File: src/rtl/tpa_pkg.sv
package tpa_pkg;

   typedef enum logic [2:0] {
      OPC_ZERO   = 3'd0,
      OPC_DENORM = 3'd1,
      OPC_NORMAL = 3'd2,
      OPC_INF    = 3'd3,
      OPC_NAN    = 3'd4
   } opclass_e;

   typedef enum logic [2:0] {
      PATH_BYPASS = 3'b001,
      PATH_CLOSE  = 3'b010,
      PATH_FAR    = 3'b100
   } path_e;

   localparam int NUM_OPS   = 2;
   localparam int NUM_PATHS = 3;

endpackage

File: src/rtl/tpa_operand_classifier.sv
module tpa_operand_classifier
   import tpa_pkg::*;
#(
   parameter int EXP_W = 8
) (
   input  logic [EXP_W-1:0] exp_i,
   input  logic             frac_zero_i,
   output opclass_e         class_o,
   output logic             special_o
);

   logic exp_all_zero;
   logic exp_all_one;

   assign exp_all_zero = ~|exp_i;
   assign exp_all_one  = &exp_i;
   assign special_o    = exp_all_zero | exp_all_one;

   always_comb begin
      if (exp_all_zero) begin
         class_o = frac_zero_i ? OPC_ZERO : OPC_DENORM;
      end else if (exp_all_one) begin
         class_o = frac_zero_i ? OPC_INF : OPC_NAN;
      end else begin
         class_o = OPC_NORMAL;
      end
   end

endmodule

File: src/rtl/tpa_exp_absdiff.sv
module tpa_exp_absdiff #(
   parameter int EXP_W      = 8,
   parameter int PREC       = 24,
   parameter int DIFF_STYLE = 0
) (
   input  logic [EXP_W-1:0] exp_a_i,
   input  logic [EXP_W-1:0] exp_b_i,
   output logic             beyond_prec_o,
   output logic             near_o
);

   localparam longint MAX_DIFF = (64'd1 << EXP_W) - 64'd1;

   logic [EXP_W-1:0] diff;

   generate
      if (DIFF_STYLE == 0) begin : g_dual_sub
         logic [EXP_W-1:0] d_ab;
         logic [EXP_W-1:0] d_ba;
         logic             a_ge_b;
         assign d_ab   = exp_a_i - exp_b_i;
         assign d_ba   = exp_b_i - exp_a_i;
         assign a_ge_b = exp_a_i >= exp_b_i;
         assign diff   = a_ge_b ? d_ab : d_ba;
      end else begin : g_single_sub
         logic [EXP_W:0] raw;
         assign raw  = {1'b0, exp_a_i} - {1'b0, exp_b_i};
         assign diff = raw[EXP_W] ? (~raw[EXP_W-1:0] + EXP_W'(1)) : raw[EXP_W-1:0];
      end
   endgenerate

   generate
      if (longint'(PREC) >= MAX_DIFF) begin : g_never_beyond
         assign beyond_prec_o = 1'b0;
      end else begin : g_limit_cmp
         localparam logic [EXP_W-1:0] LIMIT = EXP_W'(PREC);
         assign beyond_prec_o = diff > LIMIT;
      end
   endgenerate

   assign near_o = diff <= EXP_W'(1);

endmodule

File: src/rtl/tpa_path_decide.sv
module tpa_path_decide
   import tpa_pkg::*;
(
   input  logic  special_i,
   input  logic  beyond_prec_i,
   input  logic  near_i,
   input  logic  op_sub_i,
   input  logic  sign_a_i,
   input  logic  sign_b_i,
   output path_e path_o
);

   logic eff_sub;
   logic take_bypass;

   assign eff_sub     = op_sub_i ^ sign_a_i ^ sign_b_i;
   assign take_bypass = special_i | beyond_prec_i;

   always_comb begin
      if (take_bypass) begin
         path_o = PATH_BYPASS;
      end else if (eff_sub && near_i) begin
         path_o = PATH_CLOSE;
      end else begin
         path_o = PATH_FAR;
      end
   end

endmodule

File: src/rtl/tpa_path_selector.sv
module tpa_path_selector
   import tpa_pkg::*;
#(
   parameter int EXP_W      = 8,
   parameter int FRAC_W     = 23,
   parameter int DIFF_STYLE = 0
) (
   input  logic             clk,
   input  logic             rst_n,
   input  logic             valid_i,
   input  logic             op_sub_i,
   input  logic             sign_a_i,
   input  logic             sign_b_i,
   input  logic [EXP_W-1:0] exp_a_i,
   input  logic [EXP_W-1:0] exp_b_i,
   input  logic             frac_a_zero_i,
   input  logic             frac_b_zero_i,
   output logic [2:0]       path_state_o,
   output logic             en_bypass_o,
   output logic             en_close_o,
   output logic             en_far_o,
   output logic [2:0]       class_a_o,
   output logic [2:0]       class_b_o
);

   localparam int PREC = FRAC_W + 1;

   generate
      if (EXP_W < 2 || EXP_W > 30) begin : g_bad_exp_w
         $error("tpa_path_selector: EXP_W must lie in 2..30");
      end
      if (FRAC_W < 1) begin : g_bad_frac_w
         $error("tpa_path_selector: FRAC_W must be at least 1");
      end
      if (DIFF_STYLE != 0 && DIFF_STYLE != 1) begin : g_bad_style
         $error("tpa_path_selector: DIFF_STYLE must be 0 or 1");
      end
   endgenerate

   logic [EXP_W-1:0] exp_arr [NUM_OPS];
   logic [NUM_OPS-1:0] fz_arr;
   logic [NUM_OPS-1:0] special;
   opclass_e           cls [NUM_OPS];

   assign exp_arr[0] = exp_a_i;
   assign exp_arr[1] = exp_b_i;
   assign fz_arr     = {frac_b_zero_i, frac_a_zero_i};

   generate
      for (genvar g = 0; g < NUM_OPS; g++) begin : g_cls
         tpa_operand_classifier #(.EXP_W(EXP_W)) u_cls (
            .exp_i       (exp_arr[g]),
            .frac_zero_i (fz_arr[g]),
            .class_o     (cls[g]),
            .special_o   (special[g])
         );
      end
   endgenerate

   logic beyond_prec;
   logic near;

   tpa_exp_absdiff #(
      .EXP_W      (EXP_W),
      .PREC       (PREC),
      .DIFF_STYLE (DIFF_STYLE)
   ) u_diff (
      .exp_a_i       (exp_a_i),
      .exp_b_i       (exp_b_i),
      .beyond_prec_o (beyond_prec),
      .near_o        (near)
   );

   path_e next_path;

   tpa_path_decide u_decide (
      .special_i     (|special),
      .beyond_prec_i (beyond_prec),
      .near_i        (near),
      .op_sub_i      (op_sub_i),
      .sign_a_i      (sign_a_i),
      .sign_b_i      (sign_b_i),
      .path_o        (next_path)
   );

   logic [2:0] state_q;
   logic [2:0] en_q;
   logic [2:0] cls_a_q;
   logic [2:0] cls_b_q;

   always_ff @(posedge clk) begin
      if (!rst_n) begin
         state_q <= PATH_BYPASS;
         en_q    <= '0;
         cls_a_q <= OPC_ZERO;
         cls_b_q <= OPC_ZERO;
      end else if (valid_i) begin
         state_q <= next_path;
         en_q    <= next_path;
         cls_a_q <= cls[0];
         cls_b_q <= cls[1];
      end else begin
         en_q    <= '0;
      end
   end

   assign path_state_o = state_q;
   assign en_bypass_o  = en_q[0];
   assign en_close_o   = en_q[1];
   assign en_far_o     = en_q[2];
   assign class_a_o    = cls_a_q;
   assign class_b_o    = cls_b_q;

   assert_state_onehot_R8: assert property (@(posedge clk) disable iff (!rst_n)
      $onehot(path_state_o));

   assert_en_onehot0_R8: assert property (@(posedge clk) disable iff (!rst_n)
      $onehot0({en_far_o, en_close_o, en_bypass_o}));

   assert_en_follows_state_R8: assert property (@(posedge clk) disable iff (!rst_n)
      valid_i |=> ({en_far_o, en_close_o, en_bypass_o} == path_state_o));

   assert_idle_hold_R7: assert property (@(posedge clk) disable iff (!rst_n)
      !valid_i |=> ($stable(path_state_o) && $stable(class_a_o) && $stable(class_b_o)
                    && !en_bypass_o && !en_close_o && !en_far_o));

   assert_special_bypass_R2: assert property (@(posedge clk) disable iff (!rst_n)
      (valid_i && (special != '0)) |=> (path_state_o == PATH_BYPASS));

   assert_nan_class_R1: assert property (@(posedge clk) disable iff (!rst_n)
      (valid_i && (&exp_a_i) && !frac_a_zero_i) |=> (class_a_o == OPC_NAN));

endmodule

File: config.mk
export PLATFORM = sky130hd
export DESIGN_NAME = tpa_path_selector
export DESIGN_NICKNAME = d
export VERILOG_FILES = /design/src/rtl/tpa_pkg.sv /design/src/rtl/tpa_operand_classifier.sv /design/src/rtl/tpa_exp_absdiff.sv /design/src/rtl/tpa_path_decide.sv /design/src/rtl/tpa_path_selector.sv
export SDC_FILE = /design/constraint.sdc
export NUM_CORES = 1
export LEC_CHECK = 0
export CAP_MARGIN = 20
export CORE_MARGIN = 5
export CORE_UTILIZATION = 60
export DETAILED_ROUTE_END_ITERATION = 12
export DONT_BUFFER_PORTS = 1
export PLACE_DENSITY = 0.76
export REMOVE_ABC_BUFFERS = 1
export SYNTH_ARGS = -nofsm -noshare
export SYNTH_HDL_FRONTEND = slang
export SYNTH_SLANG_ARGS = --single-unit
File: constraint.sdc
create_clock -name clk -period 4.2 [get_ports clk]
set_input_delay 0.42 -clock clk [delete_from_list [all_inputs] [get_ports clk]]
set_output_delay 0.42 -clock clk [all_outputs]
set_load 0.02 [all_outputs]
[Word level (Yosys, flattened, before mapping)]
Cells that the tools add are included.
Storage, ports and cells
  output and inout port bits: 12
  bits in registers: 12
  input bits: 24
  logic and storage cells: 34
Operators by class
  multiplexer cells: 11
  bitwise logic cells: 5
  $add $sub $neg: 2
  magnitude comparators: 3
  reduce and logical (&&, ||, !) cells: 9
Operator list (count)
  $mux W3: 8
  $reduce_and A8 Y1: 2
  $reduce_or A8 Y1: 2
  $sub A8 B8 Y8: 2
  $ge A8 B8 Y1: 1
  $gt A8 B5 Y1 const B: 1
  $le A8 B1 Y1 const B: 1
  $mux W8: 1
  $or A1 B1 Y1: 3
  $logic_not A1 Y1: 2
  $mux W1: 2
  $reduce_and A2 Y1: 1
  $reduce_or A2 Y1: 1
  $xor A1 B1 Y1: 2
  $logic_and A1 B1 Y1: 1

[Depth between registers and ports, before layout]
  depth in word-level cells: 6
  gate-level depth with buffers: 12
  gate-level depth less buffers: 11

[By module]
From an unflattened synthesis, not the netlist that was laid out.
Unflattened totals
  cells, all modules: 173
  area, all modules: 1412.6 um^2
Modules (own cells, without submodules)
  tpa_exp_absdiff: area each 799.5 um^2, sequential area each 0.0 um^2, instances 1, cells an instance 111
  tpa_path_selector: area each 427.9 um^2, sequential area each 240.2 um^2, instances 1, cells an instance 36
  tpa_operand_classifier: area each 65.1 um^2, sequential area each 0.0 um^2, instances 2, cells an instance 10
  tpa_path_decide: area each 55.1 um^2, sequential area each 0.0 um^2, instances 1, cells an instance 6

[Worst setup path after synthesis]
No wires, ideal clock.
  path kind: input port to flip-flop
  start point: input exp_a_i[0]
  end point: register state_q[1] (netlist: path_state_o[1])
  required time: 4.116 ns
  data arrival time: 2.468 ns
  path slack: 1.648 ns
  buffers on the path: 0
  setup time: 0.084 ns
  stages on the path: 11
  cell sequence: inv_1 > ha_1 > fa_1 > nand2b_1 > a21oi_2 > o21a_4 > nor2_8 > mux2i_1 > xor2_1 > or3_4 > o31ai_2
On the way
  cells in the longest elaborated chain, start to end: 6
RTL lines
  start, declared: line tpa_path_selector.sv:14  | input logic [EXP_W-1:0] exp_a_i,
  $sub A8 B8 Y8 (tied with other cells): line tpa_exp_absdiff.sv:22  | assign d_ba = exp_b_i - exp_a_i;
  $mux W8 or $logic_not A1 Y1 (tied branches): line tpa_exp_absdiff.sv:24, tpa_operand_classifier.sv:15
  $le A8 B1 Y1 or $or A1 B1 Y1 (tied branches): line tpa_exp_absdiff.sv:41, tpa_operand_classifier.sv:17
  $logic_and A1 B1 Y1 or $reduce_or A2 Y1 (tied branches): line tpa_path_decide.sv:22, tpa_path_selector.sv:77
  $mux W3 or $or A1 B1 Y1 (tied branches): line tpa_path_decide.sv:22, tpa_path_decide.sv:17
  $mux W3 *: line tpa_path_decide.sv:20  | if (take_bypass) begin
  end signal, assigned: line tpa_path_selector.sv:98  | state_q <= next_path;
  end, declared: line tpa_path_selector.sv:86  | logic [2:0] state_q;
Every way passes the cells marked *; elsewhere a longest branch is shown, timed or not.
A chain may end at the register's enable or synchronous reset.

[Final worst setup path]
  start point: input exp_a_i[5]
  end point: register state_q[0] (netlist: path_state_o[0])
On the way
  cells in the longest elaborated chain, start to end: 6
RTL lines
  parallel branches: the longest is 4 deep, another holds $sub A8 B8 Y8
  $or A1 B1 Y1 *: line tpa_path_decide.sv:17  | assign take_bypass = special_i | beyond_prec_i;
  $mux W3 *: line tpa_path_decide.sv:20
Every way passes the cells marked *.

==> impl_metrics.py <==
metrics = {
    "outcome": {
        "status": "finished, final reports clean",
    },
    "clock_tree": {
        "clkTransAtPathRegs_ns": 0.07,
        "post_cts_buffers": 0,
        "ctsResizeCount": 0,
        "holdBufCountCts": 0,
        "cts_buffers": 3,
        "cts_tree": "built",
        "root_buffer": "clkbuf_4",
        "cts-htree-levels": 1,
        "cts_max_path_buffers": 2,
        "clock_latency_ns": 0.27,
        "clock_sinks": 12,
    },
    "synth": {
        "synth_simple_gate_area_share_pct": 26.4,
        "synth-edff-count": 0,
        "yosysSeqAreaShare_pct": 16.7,
        "async_flop_share_pct": 0,
        "synthAdderAreaFrac_pct": 15.8,
        "postSynthAreaPerCell_um2": 8.37,
        "yosys_most_used_dff": "dfxtp_1",
        "synth-seq-cells": 12,
        "ys_warn_count": 0,
        "synth_compound_area_share_pct": 23.1,
        "synth_top_family_by_area": "simple AND/OR/NAND/NOR gates",
        "yosysUniqueCellTypes": 53,
        "synthMuxAreaShare_pct": 4.87,
        "syn_inst": 172,
        "yosys.area_share.xor_xnor_pct": 3.65,
        "synth_area_um2": 1440,
    },
    "detailed_routing": {
        "first_iter_violations": 57,
        "antenna_left": 0,
        "dr.pass1.iters": 4,
        "routed_wirelength_mm": 3.42,
        "num_vias": 1239,
        "via_per_inst": 6.29,
        "drcViolationCount": 0,
        "detail_route.wl_per_cell_um": 17.3,
    },
    "min_path": {
        "hp-class": "primary input to register",
        "hold_end": "path_state_o[0]",
        "min-delay-start": "rst_n",
        "holdPathStages": 1,
    },
    "sta": {
        "period_needed_ns": 2.55,
        "setup_viol": 0,
        "max_freq_mhz": 393,
        "finalMaxSlewViolations": 0,
        "hold_violations": 0,
        "rsz0062_at_grt": "false",
        "fin_tns_setup_ns": 0,
        "relSlewSlack_pct": 64.1,
        "clock_skew_ns": 0,
        "max_slew.worst_pin.slew_ns": 0.538,
        "finalCritPeriodShare_pct": 60.6,
    },
    "critical_path": {
        "crit_path_end_kind": "register",
        "reg2reg_depth": 2,
        "critPathLaunchType": "primary input",
        "r2r-start": "class_b_o[1]",
        "r2r-end": "class_b_o[1]",
        "r2r_slack_ns": 3.40,
        "cp.arrival_ns": 2.74,
        "cp_max_fo": 10,
        "crit_type": "primary input to register",
        "critPathRequiredTime_ns": 4.39,
    },
    "layout": {
        "regArea_um2": 240,
        "drive_gt1_share_pct": 10.7,
        "multi_input_area_um2": 1060,
        "antennaDiodeCount": 0,
        "num-fill-cells": 209,
        "areaGrowthSynthToFinish_pct": -0.0869,
        "num-nets-final": 211,
    },
    "die": {
        "die_height_um": 59.0,
        "die_w_um": 59.0,
        "rows": 17,
        "core_area_um2": 2250,
        "initial_core_util_pct": 63.9,
        "die_area_um2": 3480,
        "ios": 36,
    },
    "flow_run": {
        "cap_violations": 0,
    },
    "global_route": {
        "antenna_found_initial": 0,
        "grt_max_degree": 12,
        "grt_pass1_vias": 1272,
        "grt_usage_pct": 21.3,
        "grt_pass1_wl_mm": 5.80,
        "overflow": 0,
    },
    "power": {
        "vdd_ir_drop_max_v": 0.000308,
        "finalPower_w": 0.000364,
        "power_density_nw_per_um2": 253,
        "leakage_nw": 0.670,
    },
    "placement": {
        "routabilityCongestion": 0.924,
        "port_buffers": 0,
        "hpwlAfterDp_mm": 2.86,
    },
}
==> worst max-delay path by stage <==
stage	cells past startpoint	start	slack, ns	end
2_1_floorplan	11	exp_a_i[0]	1.63	path_state_o[1]
3_3_place_gp	11	exp_a_i[0]	1.46	path_state_o[1]
3_5_place_dp	11	exp_a_i[0]	1.41	path_state_o[1]
4_1_cts	11	exp_a_i[0]	1.70	path_state_o[1]
5_1_grt	10	exp_a_i[5]	1.51	path_state_o[0]
6_report	10	exp_a_i[5]	1.65	path_state_o[0]
==> routing by layer <==
layer	GRT usage [%]	routed length (um)	up-vias
met5	0	0	-
met4	3.88	33	0
met3	6.32	302	4
met2	35.3	1560	59
met1	27.4	1520	562
li1	-	-	614
==> cell type report <==
cell class,count,share of cell area [%]
Clock buffer,4,2.52
Inverter,17,4.43
Multi-Input combinational cell,136,73.9
Sequential cell,12,16.7
Tap cell,28,2.43
==> layout by cell type, fill, tap and decap left out, types with 2 or more instances in the layout <==
cell / synthesis / routed
xor2_1: 3 / 3
nand4_1: 7 / 7
a21oi_1: 5 / 5
o311ai_0: 2 / 2
inv_1: 17 / 17
mux2i_1: 7 / 7
or4_1: 2 / 2
a21o_1: 6 / 6
o31ai_1: 2 / 2
nor2b_1: 8 / 8
o211a_1: 2 / 2
nor2_1: 14 / 14
dfxtp_1: 12 / 12
a2bb2oi_1: 2 / 2
nand2b_1: 2 / 2
o21ai_0: 4 / 4
nand3_1: 3 / 3
xnor2_1: 3 / 3
a31oi_1: 2 / 2
ha_1: 15 / 15
o21a_1: 3 / 3
nor3_1: 8 / 8
nand2_1: 8 / 8
fa_1: 2 / 2
clkbuf_4: 0 / 3
==> cells in the mapped netlist, types with 2 or more instances <==
master,count,area [um2]
a21o_1,6,45.0
a21oi_1,5,25.0
a2bb2oi_1,2,17.5
a31oi_1,2,12.5
buf_6,5,56.3
dfxtp_1,12,240
fa_1,2,40.0
ha_1,15,188
inv_1,17,63.8
mux2i_1,7,70.1
nand2_1,8,30.0
nand2b_1,2,12.5
nand3_1,3,15.0
nand4_1,7,43.8
nor2_1,14,52.6
nor2b_1,8,50.1
nor3_1,8,40.0
o211a_1,2,20.0
o21a_1,3,22.5
o21ai_0,4,20.0
o311ai_0,2,17.5
o31ai_1,2,15.0
or4_1,2,15.0
xnor2_1,3,26.3
xor2_1,3,26.3
==> worst max-delay path, cell delays in order <==
cell and delay, ns:
inv_1 0.03, ha_1 0.43, a21o_1 0.21, a31o_1 0.50, o22ai_2 0.17, a211oi_1 0.26
nor3_1 0.08, a221o_1 0.29, nand4_2 0.15, a2bb2oi_1 0.19
==> sequential cells by signal, summed over array words and instances, names as in the netlist <==
register,flops
path_state_o,3
class_b_o,3
en_q,3
class_a_o,3
==> metrics by stage <==
stage	instance area (um2)	util [%]	cells	worst slack [ns]	hold slack [ns]
global route	1440	63.8	197	1.51	0.220
finish	1440	63.8	197	1.65	0.247
global placement	1400	62.2	193	1.46	0.513
detailed placement	1400	62.2	193	1.41	0.516
CTS	1440	63.8	197	1.70	0.239
floorplan	1370	-	165	1.63	0.510
==> where the power goes <==
group	internal (W)	switching (W)	leakage (nW)	total, W
Sequential	0.000118	0.00000833	0.0981	0.000127
Combinational	0.0000644	0.0000844	0.551	0.000149
Clock	0.0000527	0.0000358	0.0210	0.0000885
Total	0.000235	0.000129	0.670	0.000364
==> logic make-up after synthesis <==
| logic type | after synthesis |
|---|---|
| AND/OR/NAND/NOR | 64 |
| AO/OA/AOI/OAI | 42 |
| buffers and inverters | 24 |
| adder cells (fa/ha/maj) | 17 |
| flip-flops | 12 |
| multiplexers | 7 |
| XOR/XNOR | 6 |
Power figures use the tool's default switching activity.
